==> src/rtl/gpio_bank_pkg.sv <==
package gpio_bank_pkg;
    typedef enum logic [0:0] {
        BASE_STABLE     = 1'b0,
        BASE_HI_PENDING = 1'b1
    } base_state_e;
endpackage

==> src/rtl/gpio_cfg_regs.sv <==
module gpio_cfg_regs
    import gpio_bank_pkg::*;
#(
    parameter int          NUM_GROUPS  = 8,
    parameter int          GROUP_W     = 8,
    parameter int          NUM_SIO     = 5,
    parameter logic [7:0]  LDN_ID      = 8'h07,
    parameter logic [7:0]  IDX_BASE_HI = 8'h62,
    parameter logic [7:0]  IDX_BASE_LO = 8'h63,
    parameter logic [7:0]  IDX_OE0     = 8'hC8,
    parameter logic [7:0]  IDX_SIO0    = 8'hC0
) (
    input  logic                          clk,
    input  logic                          rst_n,
    input  logic [7:0]                    cfg_ldn,
    input  logic [7:0]                    cfg_idx,
    input  logic                          cfg_wr,
    input  logic [GROUP_W-1:0]            cfg_wdata,
    output logic [GROUP_W-1:0]            cfg_rdata,
    output logic [NUM_GROUPS*GROUP_W-1:0] oe_flat,
    output logic [NUM_GROUPS*GROUP_W-1:0] sio_flat,
    output logic [2*GROUP_W-1:0]          rt_base
);
    localparam int LINES  = NUM_GROUPS * GROUP_W;
    localparam int BASE_W = 2 * GROUP_W;

    logic dev_sel;
    logic wr_hit;
    assign dev_sel = (cfg_ldn == LDN_ID);
    assign wr_hit  = cfg_wr && dev_sel;

    // Per-group direction and mode storage
    logic [GROUP_W-1:0] oe_q  [NUM_GROUPS];
    logic [GROUP_W-1:0] sio_q [NUM_GROUPS];

    for (genvar g = 0; g < NUM_GROUPS; g++) begin : g_grp
        localparam logic [7:0] OE_IDX  = 8'(int'(IDX_OE0) + g);
        localparam logic [7:0] SIO_IDX = 8'(int'(IDX_SIO0) + g);

        always_ff @(posedge clk or negedge rst_n) begin
            if (!rst_n)
                oe_q[g] <= '0;
            else if (wr_hit && cfg_idx == OE_IDX)
                oe_q[g] <= cfg_wdata;
        end
        assign oe_flat[g*GROUP_W +: GROUP_W] = oe_q[g];

        if (g < NUM_SIO) begin : g_sio
            always_ff @(posedge clk or negedge rst_n) begin
                if (!rst_n)
                    sio_q[g] <= '0;
                else if (wr_hit && cfg_idx == SIO_IDX)
                    sio_q[g] <= cfg_wdata;
            end
            assign sio_flat[g*GROUP_W +: GROUP_W] = sio_q[g];
        end else begin : g_fixed
            assign sio_q[g] = '0;
            assign sio_flat[g*GROUP_W +: GROUP_W] = '1;
        end
    end

    // Base address update machine
    base_state_e         state_q, state_d;
    logic [GROUP_W-1:0]  stage_q;
    logic [BASE_W-1:0]   base_q;
    logic                hi_wr, lo_wr;

    assign hi_wr = wr_hit && (cfg_idx == IDX_BASE_HI);
    assign lo_wr = wr_hit && (cfg_idx == IDX_BASE_LO);

    always_ff @(posedge clk or negedge rst_n) begin
        if (!rst_n) state_q <= BASE_STABLE;
        else        state_q <= state_d;
    end

    always_comb begin
        state_d = state_q;
        unique case (state_q)
            BASE_STABLE:     if (hi_wr) state_d = BASE_HI_PENDING;
            BASE_HI_PENDING: if (lo_wr) state_d = BASE_STABLE;
            default:         state_d = BASE_STABLE;
        endcase
    end

    always_ff @(posedge clk or negedge rst_n) begin
        if (!rst_n) begin
            stage_q <= '0;
            base_q  <= '0;
        end else begin
            unique case (state_q)
                BASE_STABLE: begin
                    if (hi_wr) stage_q <= cfg_wdata;
                    if (lo_wr) base_q  <= {base_q[BASE_W-1:GROUP_W], cfg_wdata};
                end
                BASE_HI_PENDING: begin
                    if (hi_wr) stage_q <= cfg_wdata;
                    if (lo_wr) base_q  <= {stage_q, cfg_wdata};
                end
                default: ;
            endcase
        end
    end
    assign rt_base = base_q;

    // Read mux
    always_comb begin
        cfg_rdata = '0;
        if (dev_sel) begin
            if (cfg_idx == IDX_BASE_HI) cfg_rdata = base_q[BASE_W-1:GROUP_W];
            if (cfg_idx == IDX_BASE_LO) cfg_rdata = base_q[GROUP_W-1:0];
            for (int g = 0; g < NUM_GROUPS; g++) begin
                if (cfg_idx == 8'(int'(IDX_OE0) + g)) cfg_rdata = oe_q[g];
                if (g < NUM_SIO && cfg_idx == 8'(int'(IDX_SIO0) + g)) cfg_rdata = sio_q[g];
            end
        end
    end

    AST_BASE_ONLY_ON_LOW: assert property (@(posedge clk) disable iff (!rst_n)
        !lo_wr |=> $stable(base_q));
    AST_HI_GOES_PENDING: assert property (@(posedge clk) disable iff (!rst_n)
        hi_wr |=> (state_q == BASE_HI_PENDING));
    AST_FOREIGN_LDN: assert property (@(posedge clk) disable iff (!rst_n)
        (cfg_wr && !dev_sel) |=> $stable(oe_flat));

    logic unused_ok;
    assign unused_ok = ^{LINES};
endmodule

==> src/rtl/gpio_rt_port.sv <==
module gpio_rt_port #(
    parameter int NUM_GROUPS = 8,
    parameter int GROUP_W    = 8,
    parameter int ADDR_W     = 16
) (
    input  logic                          clk,
    input  logic                          rst_n,
    input  logic [ADDR_W-1:0]             io_addr,
    input  logic                          io_wr,
    input  logic [GROUP_W-1:0]            io_wdata,
    output logic [GROUP_W-1:0]            io_rdata,
    input  logic [ADDR_W-1:0]             rt_base,
    input  logic [NUM_GROUPS*GROUP_W-1:0] pad_in,
    output logic [NUM_GROUPS*GROUP_W-1:0] latch_flat
);
    logic [ADDR_W:0]   diff;
    logic              in_win;

    // 17-bit difference: the top bit flags an address below the base
    assign diff   = {1'b0, io_addr} - {1'b0, rt_base};
    assign in_win = (rt_base != '0) && !diff[ADDR_W] &&
                    (diff[ADDR_W-1:0] < ADDR_W'(NUM_GROUPS));

    for (genvar g = 0; g < NUM_GROUPS; g++) begin : g_lat
        always_ff @(posedge clk or negedge rst_n) begin
            if (!rst_n)
                latch_flat[g*GROUP_W +: GROUP_W] <= '0;
            else if (io_wr && in_win && diff[ADDR_W-1:0] == ADDR_W'(g))
                latch_flat[g*GROUP_W +: GROUP_W] <= io_wdata;
        end
    end

    always_comb begin
        io_rdata = '0;
        for (int g = 0; g < NUM_GROUPS; g++)
            if (in_win && diff[ADDR_W-1:0] == ADDR_W'(g))
                io_rdata = pad_in[g*GROUP_W +: GROUP_W];
    end

    AST_LATCH_HOLD: assert property (@(posedge clk) disable iff (!rst_n)
        !io_wr |=> $stable(latch_flat));
    AST_DISABLED_RD_ZERO: assert property (@(posedge clk) disable iff (!rst_n)
        (rt_base == '0) |-> (io_rdata == '0));
endmodule

==> src/rtl/banked_gpio_ctrl.sv <==
module banked_gpio_ctrl #(
    parameter int NUM_GROUPS = 8,
    parameter int GROUP_W    = 8,
    parameter int NUM_SIO    = 5
) (
    input  logic                          clk,
    input  logic                          rst_n,
    input  logic [7:0]                    cfg_ldn,
    input  logic [7:0]                    cfg_idx,
    input  logic                          cfg_wr,
    input  logic [GROUP_W-1:0]            cfg_wdata,
    output logic [GROUP_W-1:0]            cfg_rdata,
    input  logic [2*GROUP_W-1:0]          io_addr,
    input  logic                          io_wr,
    input  logic [GROUP_W-1:0]            io_wdata,
    output logic [GROUP_W-1:0]            io_rdata,
    input  logic [NUM_GROUPS*GROUP_W-1:0] pad_in,
    output logic [NUM_GROUPS*GROUP_W-1:0] pad_out,
    output logic [NUM_GROUPS*GROUP_W-1:0] pad_oe,
    output logic [NUM_GROUPS*GROUP_W-1:0] line_simple
);
    localparam int ADDR_W = 2 * GROUP_W;

    logic [ADDR_W-1:0] rt_base;

    gpio_cfg_regs #(
        .NUM_GROUPS(NUM_GROUPS), .GROUP_W(GROUP_W), .NUM_SIO(NUM_SIO)
    ) u_cfg (
        .clk(clk), .rst_n(rst_n),
        .cfg_ldn(cfg_ldn), .cfg_idx(cfg_idx), .cfg_wr(cfg_wr),
        .cfg_wdata(cfg_wdata), .cfg_rdata(cfg_rdata),
        .oe_flat(pad_oe), .sio_flat(line_simple), .rt_base(rt_base)
    );

    gpio_rt_port #(
        .NUM_GROUPS(NUM_GROUPS), .GROUP_W(GROUP_W), .ADDR_W(ADDR_W)
    ) u_rt (
        .clk(clk), .rst_n(rst_n),
        .io_addr(io_addr), .io_wr(io_wr), .io_wdata(io_wdata),
        .io_rdata(io_rdata), .rt_base(rt_base), .pad_in(pad_in),
        .latch_flat(pad_out)
    );
endmodule

==> config.mk <==
export PLATFORM = sky130hd
export DESIGN_NAME = banked_gpio_ctrl
export DESIGN_NICKNAME = d
export VERILOG_FILES = /design/src/rtl/gpio_bank_pkg.sv /design/src/rtl/gpio_cfg_regs.sv /design/src/rtl/gpio_rt_port.sv /design/src/rtl/banked_gpio_ctrl.sv
export SDC_FILE = /design/constraint.sdc
export NUM_CORES = 1
export LEC_CHECK = 0
export BUFFER_PORTS_ARGS = -buffer_cell sky130_fd_sc_hd__buf_2
export CORE_ASPECT_RATIO = 0.9
export CORE_MARGIN = 8
export CORE_UTILIZATION = 56
export DETAILED_ROUTE_END_ITERATION = 6
export HOLD_SLACK_MARGIN = 0.15
export PLACE_DENSITY = 0.86
export SLEW_MARGIN = 20
export SYNTH_ARGS = -nofsm -noshare
export SYNTH_HDL_FRONTEND = slang
export SYNTH_SLANG_ARGS = --single-unit
==> constraint.sdc <==
create_clock -name clk -period 11.78 [get_ports clk]
set_clock_uncertainty 0.05 [all_clocks]
set_input_delay 2.356 -clock clk [delete_from_list [all_inputs] [get_ports clk]]
set_output_delay 2.356 -clock clk [all_outputs]
set_load 0.02 [all_outputs]
==> run metrics <==
Tmin final 7760 ps; Avg Synthesized Cell Area 11.8 um2; vias in the first global route 8926; Synth Warn # 0; dpl cells 1389; Layout area overhead 20.7%; Hold Path Class flip-flop to flip-flop; htree depth 4; Core Area 18300 um2; Detail Placement HPWL 24600 um; Num CTS Buffers 17; CP Launch Type primary input; Worst-path clk slew 70 ps; largest net degree at the start of global routing 108; drt first pass iters 7; Final setup viols 0; Die ar. 23200 um2; worst vdd ir 0.000104 V; IO Pins 324; ys async rst share 100%; GR Util met3 6.99%; Max FO, Critical Path 9; max-cap violation count 0; met2 usage 43.4%; PortBufs 299; layout cells sized above 1 48.2%; Post-CTS Hold Buffers 0; synth top area cells dfrtp_1 (46%), mux2_2 (20%), mux2_4 (2.3%); GRT overflow 0; ys flop type dfrtp_1; Initial Util 56.9%; Power Dens Cells 108 nW/um2; DR vias 8802; Post-synth EDFFs 0; DRT antenna net count 0; Max Slew Vio Count 0; setup tns final 0 ps; Die Y 145 um; Most Crowded Layer GR met2; final hold viol count 0; Worst setup EP type output port; RSZ-0062 raised after global routing false; leakage power 6.67 nW; Initial DRC Count 747; post-CTS setup buffer count 0; Final Non-Filler Cells 1421; crit path DAT 5350 ps; DRC 0; top-area cell type share of the netlist area 46.4%; Fmax 0.129 GHz; PostCTS Resize Cnt 0; Hold Crit Depth 1; GRT met1 Usage 35.0%; CTS tree built; Row Count 47; Core Util, Final 68.7%; nets 1296; sequential cell area fraction in the yosys report 46.4%; WL/cell 23.1 um; Die Wd 160 um; Mapped Area 10400 um2; Tot GR Track Use 27.5%; FF+latch count, synth 193; FF-to-FF path depth 10; worst relative slew slack 23.2%; kind of critical path primary input to output port; clk buf depth 2; Clk Tree Root Cell clkbuf_16; status finished clean; period utilization 65.9%; synth unique cells 72; Post-Syn Instances 885; worst slew pin tran 1140 ps; initial antenna violation count 1; Post-Route WL 32800 um; GP Congestion 0.895; power after layout 1.35 mW; required time of the critical path 9370 ps; first-pass GRT wire length 50900 um; cell taking the most area after synthesis dfrtp_1; CTS sink cnt 193; DR vias/cell 6.19; Clk Latency, worst-skew pair 440 ps
[worst max-delay path: stages]
cell and delay (ps):
buf_2 110, nor4bb_1 560, nand2_1 290, nor3_1 870
a22oi_1 160, nand3_1 170, a211oi_1 120, o31ai_1 360
a22o_1 190, buf_2 180
[power by group]
part	total (mW)	internal [mW]	switching, mW
clock	0.567	0.312	0.255
combinational	0.123	0.0437	0.0789
sequential	0.663	0.663	0.000138
[synthesized netlist by cell type (10+ instances only)]
| cell | instances |
|---|---|
| dfrtp_1 | 193 |
| o21ai_0 | 31 |
| mux4_2 | 10 |
| a22oi_1 | 14 |
| nor4_1 | 10 |
| nand3_1 | 16 |
| clkbuf_1 | 27 |
| mux2i_1 | 13 |
| nand2_1 | 32 |
| nor2_1 | 48 |
| ha_1 | 16 |
| nor3_1 | 23 |
| inv_1 | 25 |
| a21oi_1 | 38 |
| mux2_2 | 185 |
| buf_1 | 13 |
| mux2_4 | 16 |
| buf_4 | 24 |
[worst paths after layout]
kind | slack (ps) | from | endpoint
setup / recovery | 4020 | cfg_idx[5] | cfg_rdata[1]
hold / removal | 450 | u_rt.latch_flat[32]$_DFFE_PN0P_ | u_rt.latch_flat[32]$_DFFE_PN0P_
setup reg to reg | 7730 | u_cfg.rt_base[7]$_DFFE_PN0P_ | u_rt.latch_flat[37]$_DFFE_PN0P_
hold reg to reg | 450 | u_rt.latch_flat[32]$_DFFE_PN0P_ | u_rt.latch_flat[32]$_DFFE_PN0P_
max in group asynchronous | 8350 | rst_n | u_cfg.stage_q[3]$_DFFE_PN0P_
min in group asynchronous | 1970 | rst_n | u_rt.latch_flat[56]$_DFFE_PN0P_
[metal layers]
layer | share of wire (%) | vias up | wire, um
li1 | - | 3818 | -
met4 | 4.5 | 0 | 1480
met2 | 47 | 503 | 15500
met1 | 39 | 4373 | 12800
met5 | 0 | - | 0
met3 | 9.0 | 108 | 2950
[cell families after synthesis]
logic type | synth area share [%]
fa+ha+maj | 2.11
simple gates | 9.98
flops | 46.4
mux | 25.7
buf+inv | 4.39
compound gates | 10.7
other cells | 0.0360
xor+xnor | 0.673
[cells in the final DEF (no fill, tap or decap), drive strengths merged, types with 4 or more instances in the layout]
cell type	n
a211oi	10
a21oi	39
a221oi	9
a22oi	14
a31oi	8
and3	10
buf	304
clkbuf	18
clkinv	5
conb	24
dfrtp	193
ha	16
inv	28
mux2	201
mux2i	13
mux4	10
nand2	32
nand2b	5
nand3	16
nand4	6
nor2	48
nor3	27
nor4	12
o21a	4
o21ai	34
o221ai	4
o22ai	7
o31ai	5
or3	9
xnor2	5
[area by class of cell]
type	instances	area (um2)
inverters	25	93.8
diodes	1	2.50
clock buffers	18	429
multi-input cells	622	5230
flip-flops and latches	193	4830
well taps	245	307
fillers	1365	5720
repair buffers	304	1540
clock inverters	13	138
[per-stage QoR]
stage / cell area, um2 / hold slack [ps] / setup WS [ps]
after floorplan: 10500 / 427 / 4350
after global placement: 12000 / 434 / 4160
after detailed placement: 12000 / 441 / 4070
after CTS: 12600 / 456 / 4060
after global routing: 12600 / 471 / 3880
final: 12600 / 453 / 4020
[flip-flops by register name (all words and copies together), names as in the netlist]
| signal | cells |
|---|---|
| u_rt.latch_flat | 64 |
| u_cfg.rt_base | 16 |
| u_cfg.state_q | 1 |
| u_cfg.sio_flat | 40 |
| u_cfg.stage_q | 8 |
| u_cfg.oe_flat | 64 |
(Power assumes the default switching activity.)
